===== config.mk =====
export PLATFORM = sky130hd
export DESIGN_NAME = msi_vec_engine
export DESIGN_NICKNAME = d
export VERILOG_FILES = /design/src/rtl/msi_eng_pkg.sv /design/src/rtl/msi_vec_decode.sv /design/src/rtl/msi_msg_fmt.sv /design/src/rtl/msi_vec_engine.sv
export SDC_FILE = /design/constraint.sdc
export NUM_CORES = 1
export LEC_CHECK = 0
export ABC_AREA = 1
export BUFFER_PORTS_ARGS = -buffer_cell sky130_fd_sc_hd__buf_2
export CAP_MARGIN = 10
export CORE_MARGIN = 2
export CORE_UTILIZATION = 45
export CTS_BUF_LIST = sky130_fd_sc_hd__clkbuf_4
export CTS_CLUSTER_DIAMETER = 120
export DETAILED_ROUTE_END_ITERATION = 7
export PLACE_DENSITY_LB_ADDON = 0.2
export SYNTH_ARGS = -nofsm -noshare
export SYNTH_HDL_FRONTEND = slang
export SYNTH_SLANG_ARGS = --single-unit

===== constraint.sdc =====
create_clock -name clk -period 2.8 [get_ports clk]
set_input_delay 0.28 -clock clk [delete_from_list [all_inputs] [get_ports clk]]
set_output_delay 0.28 -clock clk [all_outputs]
set_load 0.005 [all_outputs]

===== src/rtl/msi_eng_pkg.sv =====
package msi_eng_pkg;
    typedef enum logic {
        ST_IDLE = 1'b0,
        ST_SCAN = 1'b1
    } eng_state_e;
endpackage


===== src/rtl/msi_vec_decode.sv =====
// Range and mask decode for one vector index against the enabled count.
module msi_vec_decode #(
    parameter int MAX_VEC = 32,
    parameter int VEC_W   = $clog2(MAX_VEC),
    parameter int LOG_W   = $clog2($clog2(MAX_VEC) + 1)
) (
    input  logic [LOG_W-1:0]   log_n,
    input  logic [VEC_W-1:0]   vec,
    input  logic               mask_cap,
    input  logic [MAX_VEC-1:0] mask,
    output logic               in_range,
    output logic               masked,
    output logic               last,
    output logic [MAX_VEC-1:0] live
);
    logic [31:0] n_cnt;
    logic [31:0] vec_ext;

    assign n_cnt    = 32'd1 << log_n;
    assign vec_ext  = {{(32-VEC_W){1'b0}}, vec};
    assign in_range = vec_ext < n_cnt;
    assign last     = vec_ext == (n_cnt - 32'd1);
    assign masked   = mask_cap & mask[vec];

    for (genvar i = 0; i < MAX_VEC; i++) begin : g_live
        assign live[i] = 32'(i) < n_cnt;
    end
endmodule


===== src/rtl/msi_msg_fmt.sv =====
// Builds the message address and data for one vector.
module msi_msg_fmt #(
    parameter int VEC_W = 5,
    parameter int LOG_W = 3
) (
    input  logic             addr64,
    input  logic [31:0]      addr_lo,
    input  logic [31:0]      addr_hi,
    input  logic [15:0]      data_tpl,
    input  logic [LOG_W-1:0] log_n,
    input  logic [VEC_W-1:0] vec,
    output logic [63:0]      addr,
    output logic [31:0]      data
);
    logic [31:0] low_field;

    assign low_field = (32'd1 << log_n) - 32'd1;
    assign addr = addr64 ? {addr_hi, addr_lo} : {32'h0, addr_lo};
    assign data = ({16'h0, data_tpl} & ~low_field) | {{(32-VEC_W){1'b0}}, vec};
endmodule


===== src/rtl/msi_vec_engine.sv =====
module msi_vec_engine #(
    parameter int MAX_VEC = 32,
    parameter int VEC_W   = $clog2(MAX_VEC),
    parameter int LOG_W   = $clog2($clog2(MAX_VEC) + 1)
) (
    input  logic               clk,
    input  logic               rst_n,
    input  logic               cfg_enable,
    input  logic               cfg_addr64,
    input  logic               cfg_mask_cap,
    input  logic [LOG_W-1:0]   cfg_log_n,
    input  logic [31:0]        cfg_addr_lo,
    input  logic [31:0]        cfg_addr_hi,
    input  logic [15:0]        cfg_data,
    input  logic [MAX_VEC-1:0] cfg_mask,
    input  logic               cfg_wr,
    input  logic               req_valid,
    input  logic [VEC_W-1:0]   req_vec,
    output logic               req_ready,
    output logic               msg_valid,
    input  logic               msg_ready,
    output logic [63:0]        msg_addr,
    output logic [31:0]        msg_data,
    output logic [MAX_VEC-1:0] pend,
    output logic               err
);
    import msi_eng_pkg::*;

    typedef struct packed {
        eng_state_e         st;
        logic [VEC_W-1:0]   idx;
        logic               rescan;
        logic [MAX_VEC-1:0] pend;
        logic               err;
        logic               mv;
        logic [63:0]        maddr;
        logic [31:0]        mdata;
    } eng_t;

    eng_t r_d, r_q;

    logic               acc;
    logic [VEC_W-1:0]   cur_vec;
    logic               cur_in_range;
    logic               cur_masked;
    logic               cur_last;
    logic [MAX_VEC-1:0] live_bits;
    logic [63:0]        fmt_addr;
    logic [31:0]        fmt_data;

    // One decode and one formatter serve both the request path and the scan.
    assign cur_vec = (r_q.st == ST_SCAN) ? r_q.idx : req_vec;

    msi_vec_decode #(.MAX_VEC(MAX_VEC), .VEC_W(VEC_W), .LOG_W(LOG_W)) u_dec (
        .log_n    (cfg_log_n),
        .vec      (cur_vec),
        .mask_cap (cfg_mask_cap),
        .mask     (cfg_mask),
        .in_range (cur_in_range),
        .masked   (cur_masked),
        .last     (cur_last),
        .live     (live_bits)
    );

    msi_msg_fmt #(.VEC_W(VEC_W), .LOG_W(LOG_W)) u_fmt (
        .addr64   (cfg_addr64),
        .addr_lo  (cfg_addr_lo),
        .addr_hi  (cfg_addr_hi),
        .data_tpl (cfg_data),
        .log_n    (cfg_log_n),
        .vec      (cur_vec),
        .addr     (fmt_addr),
        .data     (fmt_data)
    );

    assign req_ready = (r_q.st == ST_IDLE) && !r_q.rescan && !r_q.mv;
    assign acc       = req_valid && req_ready;

    always_comb begin
        r_d = r_q;
        if (r_q.mv && msg_ready) begin
            r_d.mv = 1'b0;
        end
        if (!cfg_enable) begin
            r_d.rescan = 1'b0;
        end
        case (r_q.st)
            ST_IDLE: begin
                if (r_q.rescan && !r_q.mv && cfg_enable) begin
                    r_d.st     = ST_SCAN;
                    r_d.idx    = '0;
                    r_d.rescan = 1'b0;
                    r_d.pend   = r_q.pend & live_bits;
                end else if (acc && cfg_enable) begin
                    if (!cur_in_range) begin
                        r_d.err = 1'b1;
                    end else if (cur_masked) begin
                        r_d.pend[cur_vec] = 1'b1;
                    end else begin
                        r_d.mv    = 1'b1;
                        r_d.maddr = fmt_addr;
                        r_d.mdata = fmt_data;
                    end
                end
            end
            ST_SCAN: begin
                if (!cfg_enable) begin
                    r_d.st = ST_IDLE;
                end else if (!r_q.mv) begin
                    if (r_q.pend[r_q.idx] && !cur_masked) begin
                        r_d.pend[r_q.idx] = 1'b0;
                        r_d.mv    = 1'b1;
                        r_d.maddr = fmt_addr;
                        r_d.mdata = fmt_data;
                    end
                    if (cur_last) begin
                        r_d.st = ST_IDLE;
                    end else begin
                        r_d.idx = r_q.idx + 1'b1;
                    end
                end
            end
            default: r_d.st = ST_IDLE;
        endcase
        if (cfg_wr && cfg_enable) begin
            r_d.rescan = 1'b1;
        end
        if (!cfg_mask_cap) begin
            r_d.pend = '0;
        end
    end

    always_ff @(posedge clk) begin
        if (!rst_n) begin
            r_q <= '{st: ST_IDLE, idx: '0, rescan: 1'b0, pend: '0, err: 1'b0,
                     mv: 1'b0, maddr: '0, mdata: '0};
        end else begin
            r_q <= r_d;
        end
    end

    assign msg_valid = r_q.mv;
    assign msg_addr  = r_q.maddr;
    assign msg_data  = r_q.mdata;
    assign pend      = r_q.pend;
    assign err       = r_q.err;

    // masked request becomes pending and sends nothing
    a_r1_masked_pends: assert property (@(posedge clk) disable iff (!rst_n)
        (acc && cfg_enable && cur_in_range && cur_masked)
            |=> (!msg_valid && pend[$past(req_vec)]));

    // without masking the pending bits stay clear
    a_r2_no_pend_without_mask: assert property (@(posedge clk) disable iff (!rst_n)
        !cfg_mask_cap |=> (pend == '0));

    // upper data half is always zero on an offered message
    a_r4_data_high_zero: assert property (@(posedge clk) disable iff (!rst_n)
        msg_valid |-> (msg_data[31:16] == 16'h0));

    // error flag is sticky
    a_r5_err_sticky: assert property (@(posedge clk) disable iff (!rst_n)
        err |=> err);

    // requests held off while a rescan is pending or running
    a_r8_hold_off: assert property (@(posedge clk) disable iff (!rst_n)
        (r_q.st == ST_SCAN || r_q.rescan) |-> !req_ready);

    // disabled requests never produce a message
    a_r9_disabled_silent: assert property (@(posedge clk) disable iff (!rst_n)
        (acc && !cfg_enable) |=> !msg_valid);

    // a stalled message holds its contents
    a_r10_msg_hold: assert property (@(posedge clk) disable iff (!rst_n)
        (msg_valid && !msg_ready)
            |=> (msg_valid && $stable(msg_addr) && $stable(msg_data)));
endmodule


==> results of run 1 <==
## report_power, final
part,switching (mW),total (mW),internal (mW),leakage (nW)
Clock,0.882,1.29,0.403,0.143
Sequential,0.0603,1.88,1.82,0.984
Combinational,0.581,1.01,0.426,3.87
Total,1.52,4.18,2.65,5.00
## registers in the layout, summed over array words and instances (netlist names)
| signal | cells |
|---|---|
| msg_addr | 64 |
| pend | 32 |
| msg_data | 16 |
| r_q | 7 |
| err | 1 |
| msg_valid | 1 |
## kinds of logic after synthesis
group,count (synthesis)
and+or+nand+nor,477
buffers and inverters,302
AOI/OAI and AO/OA,296
DFF,121
adders and majority gates,14
xor gates and xnor gates,4
other,1
## synthesized netlist by cell type (all sizes together)
master and count:
o211ai 2, and3 1, o221ai 2, o21a 1, o311ai 1, xor2 4, nor4 1, o41ai 1
inv 110, a211oi 6, a21oi 40, o22ai 10, dfxtp 121, o21ai 168, conb 1, a21o 1
nor3 14, ha 14, o2111ai 1, a22oi 34, o21bai 13, buf 166, nor2 227, nand4 4
clkbuf 25, a31oi 15, nand3 39, a311oi 1, clkinv 1, nand2 188, nand3b 3
## area by class of cell
class                           count  area [sq um]  area share (%)
Tap cell                          225           282            2.90
Antenna cell                        1          2.50          0.0258
Clock buffer                       17           128            1.32
Inverter                          111           422            4.35
Multi-Input combinational cell    807          3950            40.7
Clock inverter                     15           148            1.52
Sequential cell                   121          2430            25.0
Timing Repair Buffer              362          2340            24.1
## per-stage QoR
step | instance area, sq um | util [%]
2_1_floorplan | 8090 | -
3_3_place_gp | 8660 | 49.9
3_5_place_dp | 8660 | 49.9
4_1_cts | 9680 | 55.8
5_1_grt | 9690 | 55.9
6_report | 9690 | 55.9
## what timing repair did
| item | 4_1_cts | 5_1_grt |
|---|---|---|
| setup endpoints to repair | 93 | 113 |
| gates resized for setup | 1 | 3 |
| hold buffers | 75 | 0 |
| hold endpoints to repair | 74 | 0 |
## worst max-delay path, delay by kind of cell, from the launching register on
kind	cells	cell delay, ns
and+or+nand+nor	10	1.05
buffers and inverters	5	0.86
AOI/OAI and AO/OA	1	0.16
DFF	1	0.42
## path summary, 6_finish.rpt
| path | start | end | slack [ns] | cells after the start |
|---|---|---|---|---|
| worst max-delay path | r_q[136] | msg_addr[8] | 0.22 | 16 |
| worst min-delay path | cfg_data[10] | msg_data[10] | 0.05 | 5 |
| worst max register to register | r_q[136] | msg_addr[8] | 0.22 | 16 |
| worst min register to register | msg_data[0] | msg_data[0] | 0.49 | 2 |
## per-layer routing
layer	routed length (um)	part of all wire, %
met5	11	0.041
met4	800	3.0
met3	2110	7.9
met2	12800	48
met1	11000	41
==> flow_summary.toml, run 1 <==
[placement]
hpwl_um = 18600
dp_worst_setup_slack_ns = -0.0219
place_inst = 1551
gp_congestion = 0.972
io_buffers = 242

[route]
drt-initial-drc-count = 718
routed_via_density = 5.11
routedWlPerCell_um = 16.1
num_vias = 8477
drc_errors = 0
first_pass_iters = 6
postRouteWirelength_um = 26700
detail-route-antenna-nets = 0

[floorplanning]
rows = 48
core-area_sq_um = 17400
die-area_sq_um = 18900
initial_utilization_pct = 46.3
die_w_um = 138
die_h_um = 138
io_pins = 259

[critical_path]
cp_data_required_time_ns = 3.31
end_kind = "flip-flop"
cp.arrival_ns = 3.09
crit_top_cell = "nand2_1"
crit_path_cell_trace = "buf_4 > o21ai_2 > inv_1 > buf_4 > nand2_1 > nand2_1 > nand2_1 > nand2_1 > nor2_2 > nand3_2 > nand3_4 > nand2_4 > inv_4 > buf_12 > nor2_1 > nor2_1"
cpMaxStageDelayCell = "dfxtp_4"
cpPeakStageDelay_ns = 0.42
path_class = "flip-flop to flip-flop"
critPathMaxFanout = 25
critPathLaunchType = "flip-flop"

[sta]
report.final.setup_viol = 0
fin_crit_sh_pct = 92.3
worst_pin_slew_ns = 0.739
drv_slew = 0
period_needed_ns = 2.58
fmax_mhz = 387
max-slew-margin-rel_pct = 50.1
final.setup.worst_slack_ns = 0.215
grt_setup_unrepaired = "no"
finalHoldViolCount = 0
skew_ns = 0.0423
worst_hold_slack_ns = 0.0463
finalSetupTns_ns = 0

[synth]
synth_warnings = 0
synthXorXnorAreaFrac_pct = 0.436
synth_top_family_by_area = "simple AND/OR/NAND/NOR gates"
synth_cell_types = 44
netlist_instances = 1215
synth_compound_area_share_pct = 21.2
synth_mux_area_share_pct = 0
synth_top_cell_by_area = "dfxtp_1"
synthSimpleGateAreaFrac_pct = 24.5
syn_avg_cell_area_sq_um = 6.62
synth-adder-area-share_pct = 2.18
synth_seq_cells = 121
synth_top_area_share_pct = 30.1
synthesis.area_sq_um = 8040
seq_area_frac_synth_pct = 30.1
synthTopCellsByArea = "dfxtp_1, buf_4, nor2_1"

[power]
fin_total_pwr_mw = 4.18
power_density_nw_per_um2 = 431
peakVddDrop_mv = 0.286
p_leak_nw = 5.00

[clocking]
clkTransAtPathRegs_ns = 0.17
tritoncts = "built"
root_buffer = "clkbuf_4"
cts_max_level = 4
clock_path_buffers = 2
clk_latency_ns = 0.58
clock_sinks = 121
numCtsBuffers = 17
cts_setup_buffers = 0

[global_route]
grt-ovfl-total = 0
globalRouteMet1Util_pct = 34.2
antenna_found_initial = 2
grt_pass1_wl_um = 40700
use_met2_pct = 46.1
busiest_layer = "met2"
grtUsageMet3_pct = 8.28
track_usage_pct = 27.8
grt_max_degree = 55
grt_pass1_vias = 7960

[finish]
layout_commonest_cell = "buf_2"
drive_gt1_share_pct = 24.3
num-nets-final = 1562
final_cell_mix = "buf_2, nor2_1, nand2_1"
stdcell_count = 1659
area_growth_pct = 20.6
fillers = 1756

[flow_run]
cap_violations = 0

[hold_path]
worst_hold_path_type = "primary input to flip-flop"

[outcome]
outcome = "completed"
(Power assumes the default switching activity.)
==> inputs of run 2 (changes only) <==
--- a/config.mk
+++ b/config.mk
@@ -13,7 +13,9 @@
 export CTS_BUF_LIST = sky130_fd_sc_hd__clkbuf_4
 export CTS_CLUSTER_DIAMETER = 120
 export DETAILED_ROUTE_END_ITERATION = 7
+export GPL_TIMING_DRIVEN = 0
 export PLACE_DENSITY_LB_ADDON = 0.2
+export RECOVER_POWER = 100
 export SYNTH_ARGS = -nofsm -noshare
 export SYNTH_HDL_FRONTEND = slang
 export SYNTH_SLANG_ARGS = --single-unit
==> run 2 against run 1 <==
First-iteration DRC count increased by 6.8%. Sequential power about the same. Global-route usage increased by 2.0 points. Non-clock buffer count increased by 149. Clock-buffer cell count increased by 3. Via count increased by 8.5%. Largest power group unchanged.
==> flow_summary.toml, run 2 (same netlist as run 1, synthesis figures left out) <==
[critical_path]
path_class = "flip-flop to flip-flop"
critPathMaxFanout = 10
end_kind = "flip-flop"
r2r-end = "msg_addr[42]"
critPathLaunchType = "flip-flop"
cp.arrival_ns = 3.13
r2r_slack_ns = 0.13
cp_data_required_time_ns = 3.25
r2r_start = "r_q[136]"
r2r_cells = 14

[placement]
place_inst = 1695
io_buffers = 240
hpwl_um = 20500
dp_worst_setup_slack_ns = -0.750
gp_congestion = 0.992
placed_area_sq_um = 9580

[route]
first_pass_iters = 8
drt-initial-drc-count = 767
routedWlPerCell_um = 15.7
num_vias = 9196
postRouteWirelength_um = 28300
detail-route-antenna-nets = 0
routed_via_density = 5.08
drc_errors = 0

[sta]
report.final.setup_viol = 0
period_needed_ns = 2.67
skew_ns = 0.0253
max-slew-margin-rel_pct = 56.4
worst_hold_slack_ns = 0.0252
worst_pin_slew_ns = 0.649
drv_slew = 0
fmax_mhz = 374
final.setup.worst_slack_ns = 0.127
finalSetupTns_ns = 0
fin_crit_sh_pct = 95.5
finalHoldViolCount = 0

[power]
power_frac_seq_pct = 43.2
p_int_mw = 2.93
power_density_nw_per_um2 = 408
swShare_pct = 33.1
peakVddDrop_mv = 0.433
fin_total_pwr_mw = 4.37
combPwrFrac_pct = 27.2
clockPowerShare_pct = 29.6
switching_power_mw = 1.45
p_leak_nw = 5.47

[hold_path]
whs_endpoint = "msg_addr[60]"
min_path_cells = 3
worst_hold_path_type = "primary input to flip-flop"
min-delay-start = "cfg_addr_hi[28]"

[clocking]
clock_sinks = 121
tritoncts = "built"
numCtsBuffers = 17
clkTransAtPathRegs_ns = 0.12
clk_latency_ns = 0.56
clock_path_buffers = 2
cts_max_level = 4
root_buffer = "clkbuf_4"

[finish]
multiInputGateArea_sq_um = 4030
largest_reg_flops = 64
fillers = 1653
num-nets-final = 1711
final_cell_mix = "nor2_1, buf_2, nand2_1"
drive_gt1_share_pct = 28.3
stdcell_count = 1810
seqCellArea_sq_um = 2420
area_growth_pct = 33.5
fin_area_sq_um = 10700
layout_commonest_cell = "nor2_1"
final_core_util_pct = 61.8

[global_route]
grt-ovfl-total = 0
grt_pass1_wl_um = 43500
antenna_found_initial = 2
track_usage_pct = 29.9
grt_pass1_vias = 8510
grt_max_degree = 17

[floorplanning]
io_pins = 259
die_h_um = 138
rows = 48
die_w_um = 138
die-area_sq_um = 18900
initial_utilization_pct = 46.3
core-area_sq_um = 17400

[flow_run]
cap_violations = 0

[outcome]
outcome = "completed"
-- run 2: changes by cell type in the layout (fill, tap and decap cells not counted), sizes merged --
cell / change
buf: +9
bufinv: +2
clkbuf: +149
clkinv: +4
clkinvlp: +2
diode: +2
dlygate4sd3: -6
inv: -11
-- run 2: power groups by stage --
stage	registers [mW]	logic, mW	clock network (mW)
detailed placement	1.92	1.05	0
floorplan	1.91	0.684	0
global route	1.90	1.31	1.39
CTS	1.88	1.15	1.31
global placement	1.92	1.05	0
finish	1.89	1.19	1.29
-- run 2: critical path: stages, from the launching register on --
cell and delay, ns:
dfxtp_1 0.34, buf_6 0.14, buf_6 0.18, nand2_1 0.11, o21ai_4 0.11, buf_12 0.16
nand2_1 0.21, a21oi_1 0.26, nor2_2 0.10, nand3_4 0.13, nand3_4 0.15, buf_4 0.20
buf_2 0.18, a22oi_1 0.20, nor2_1 0.08
-- run 2: cell type report --
class                   count  area share, %
clock buffers              20           1.40
diodes                      3         0.0699
well taps                 225           2.62
repair buffers            321           18.2
plain buffers             190           12.4
clock inverters            12           1.18
multi-input cells         807           37.5
flip-flops and latches    121           22.6
inverters                 111           4.06
-- run 2: timing repair --
| item | in CTS | in global routing |
|---|---|---|
| gates resized for setup | 20 | 29 |
| pin swaps | 3 | 8 |
| buffers inserted | 3 | 9 |
| hold endpoints to repair | 68 | 0 |
| hold buffers | 69 | 0 |
| setup endpoints to repair | 119 | 118 |
-- run 2: worst max-delay path by stage --
| stage | start | endpoint | depth (start not counted) |
|---|---|---|---|
| 2_1_floorplan | r_q[131] | pend[12] | 18 |
| 3_3_place_gp | r_q[131] | pend[31] | 18 |
| 3_5_place_dp | r_q[131] | pend[31] | 18 |
| 4_1_cts | r_q[131] | r_q[133] | 17 |
| 5_1_grt | r_q[136] | pend[22] | 17 |
| 6_report | r_q[136] | msg_addr[42] | 14 |
-- run 2: metal layers --
layer	wire length (um)	vias up	part of all wire [%]	GRT usage, %
met5	11	-	0.039	0
met4	559	2	2.0	10.3
met3	2440	46	8.6	7.51
met2	13700	402	48	49.5
met1	11700	4210	41	37.7
li1	-	4536	-	-
==> inputs of run 3 (changes only) <==
--- a/config.mk
+++ b/config.mk
@@ -15,7 +15,6 @@
 export DETAILED_ROUTE_END_ITERATION = 7
 export GPL_TIMING_DRIVEN = 0
 export PLACE_DENSITY_LB_ADDON = 0.2
-export RECOVER_POWER = 100
 export SYNTH_ARGS = -nofsm -noshare
 export SYNTH_HDL_FRONTEND = slang
 export SYNTH_SLANG_ARGS = --single-unit
==> run 3 against run 2 <==
Cell area increased by 0.68%. Highest routed layer unchanged. Clock-buffer cell count unchanged. First-iteration DRC count up 0.13%. Largest cell class unchanged. Sequential cell count stayed put. Clock skew up 0.00055 ns. Sequential share of layout area is 0.15 points lower. Clock power about the same. Maximum frequency about the same. Combinational power about the same.
==> flow_summary.toml, run 3 (same netlist as run 1, synthesis figures left out) <==
[route]
routedWlPerCell_um = 15.6
detail-route-antenna-nets = 0
num_vias = 9168
postRouteWirelength_um = 28300
first_pass_iters = 5
routed_via_density = 5.07
drt-initial-drc-count = 768
drc_errors = 0

[floorplanning]
rows = 48
core-area_sq_um = 17400
io_pins = 259
die-area_sq_um = 18900
die_w_um = 138
initial_utilization_pct = 46.3
die_h_um = 138

[sta]
report.final.setup_viol = 0
finalHoldViolCount = 0
max-slew-margin-rel_pct = 55.7
period_needed_ns = 2.67
worst_pin_slew_ns = 0.659
drv_slew = 0
skew_ns = 0.0258
fin_crit_sh_pct = 95.5
final.setup.worst_slack_ns = 0.126
fmax_mhz = 374

[critical_path]
cp.arrival_ns = 3.12
path_class = "flip-flop to flip-flop"
critPathMaxFanout = 11
critPathLaunchType = "flip-flop"
cp_data_required_time_ns = 3.25
end_kind = "flip-flop"

[global_route]
track_usage_pct = 29.9
grt-ovfl-total = 0
grt_pass1_wl_um = 43500
antenna_found_initial = 2
grt_pass1_vias = 8510
grt_max_degree = 17

[placement]
io_buffers = 240
hpwl_um = 20500
gp_congestion = 0.992
dp_worst_setup_slack_ns = -0.750
placed_area_sq_um = 9580

[finish]
drive_gt1_share_pct = 31.2
final_cell_mix = "buf_2, nor2_1, nand2_1"
layout_commonest_cell = "buf_2"
num-nets-final = 1711
largest_reg_flops = 64
seqCellArea_sq_um = 2420
multiInputGateArea_sq_um = 4030
fillers = 1614
area_growth_pct = 34.4
fin_area_sq_um = 10800

[power]
fin_total_pwr_mw = 4.39
power_density_nw_per_um2 = 406
peakVddDrop_mv = 0.401
p_leak_nw = 5.71

[clocking]
clock_sinks = 121
clkTransAtPathRegs_ns = 0.12
tritoncts = "built"
clock_path_buffers = 2
numCtsBuffers = 17
cts_max_level = 4
clk_latency_ns = 0.56
root_buffer = "clkbuf_4"

[flow_run]
cap_violations = 0

[outcome]
outcome = "completed"

[hold_path]
worst_hold_path_type = "primary input to flip-flop"
-- run 3: cell types whose count changed in the layout (fill, tap and decap cells not counted), sizes merged --
cell and delta:
buf +119, clkbuf -119
-- run 3: final cells by class --
class                   count  share of cell area, %
diodes                      3                 0.0695
plain buffers             190                   12.5
clock buffers              20                   1.39
clock inverters            12                   1.17
inverters                 111                   4.03
multi-input cells         807                   37.3
flip-flops and latches    121                   22.4
well taps                 225                   2.61
repair buffers            321                   18.6
-- run 3: final timing paths --
check                               startpoint      endpoint  slack, ns  depth (start not counted)
worst min-delay path            cfg_addr_hi[1]  msg_addr[33]       0.03                          3
worst max register to register        r_q[132]  msg_addr[42]       0.13                         14
worst min register to register     msg_data[0]   msg_data[0]       0.48                          2
worst max-delay path                  r_q[132]  msg_addr[42]       0.13                         14
-- run 3: stage by stage --
stage / utilization [%] / setup TNS [ns] / instances / hold slack (ns)
CTS: 61.2 / 0 / 1799 / 0.000281
floorplan: - / 0 / 1230 / 0.415
global route: 62.2 / -0.0159 / 1809 / 0.00622
global placement: 55.2 / -67.88 / 1695 / 0.454
finish: 62.3 / 0 / 1810 / 0.0257
detailed placement: 55.2 / -71.22 / 1695 / 0.457
-- run 3: power by group --
part / internal, mW / switching [mW]
logic: 0.568 / 0.641
clock network: 0.554 / 0.739
registers: 1.82 / 0.0657
-- run 3: critical path, stage by stage, from the launching register on --
cell and delay, ns:
dfxtp_2 0.51, inv_4 0.08, buf_2 0.23, a21oi_1 0.22, o21ai_0 0.13, nand3_1 0.11
nand2_1 0.07, nor2_1 0.08, nand2_1 0.07, nor2_2 0.22, nand3_4 0.18, buf_4 0.20
buf_2 0.18, a22oi_1 0.20, nor2_1 0.08
-- run 3: timing repair --
action                                  4_1_cts  5_1_grt
setup buffers                                 3        9
resized for setup                            20       29
pin swaps                                     3        8
hold buffers                                 69        0
endpoints found under the setup margin      119      118
endpoints found under the hold margin        68        0
-- run 3: layer usage --
metal  up-vias  GRT usage (%)  routed length (um)
met5         -              0                  11
met1      4198           37.7               11700
met3        55           7.51                2370
met4         2           10.3                 691
li1       4533              -                   -
met2       380           49.5               13500
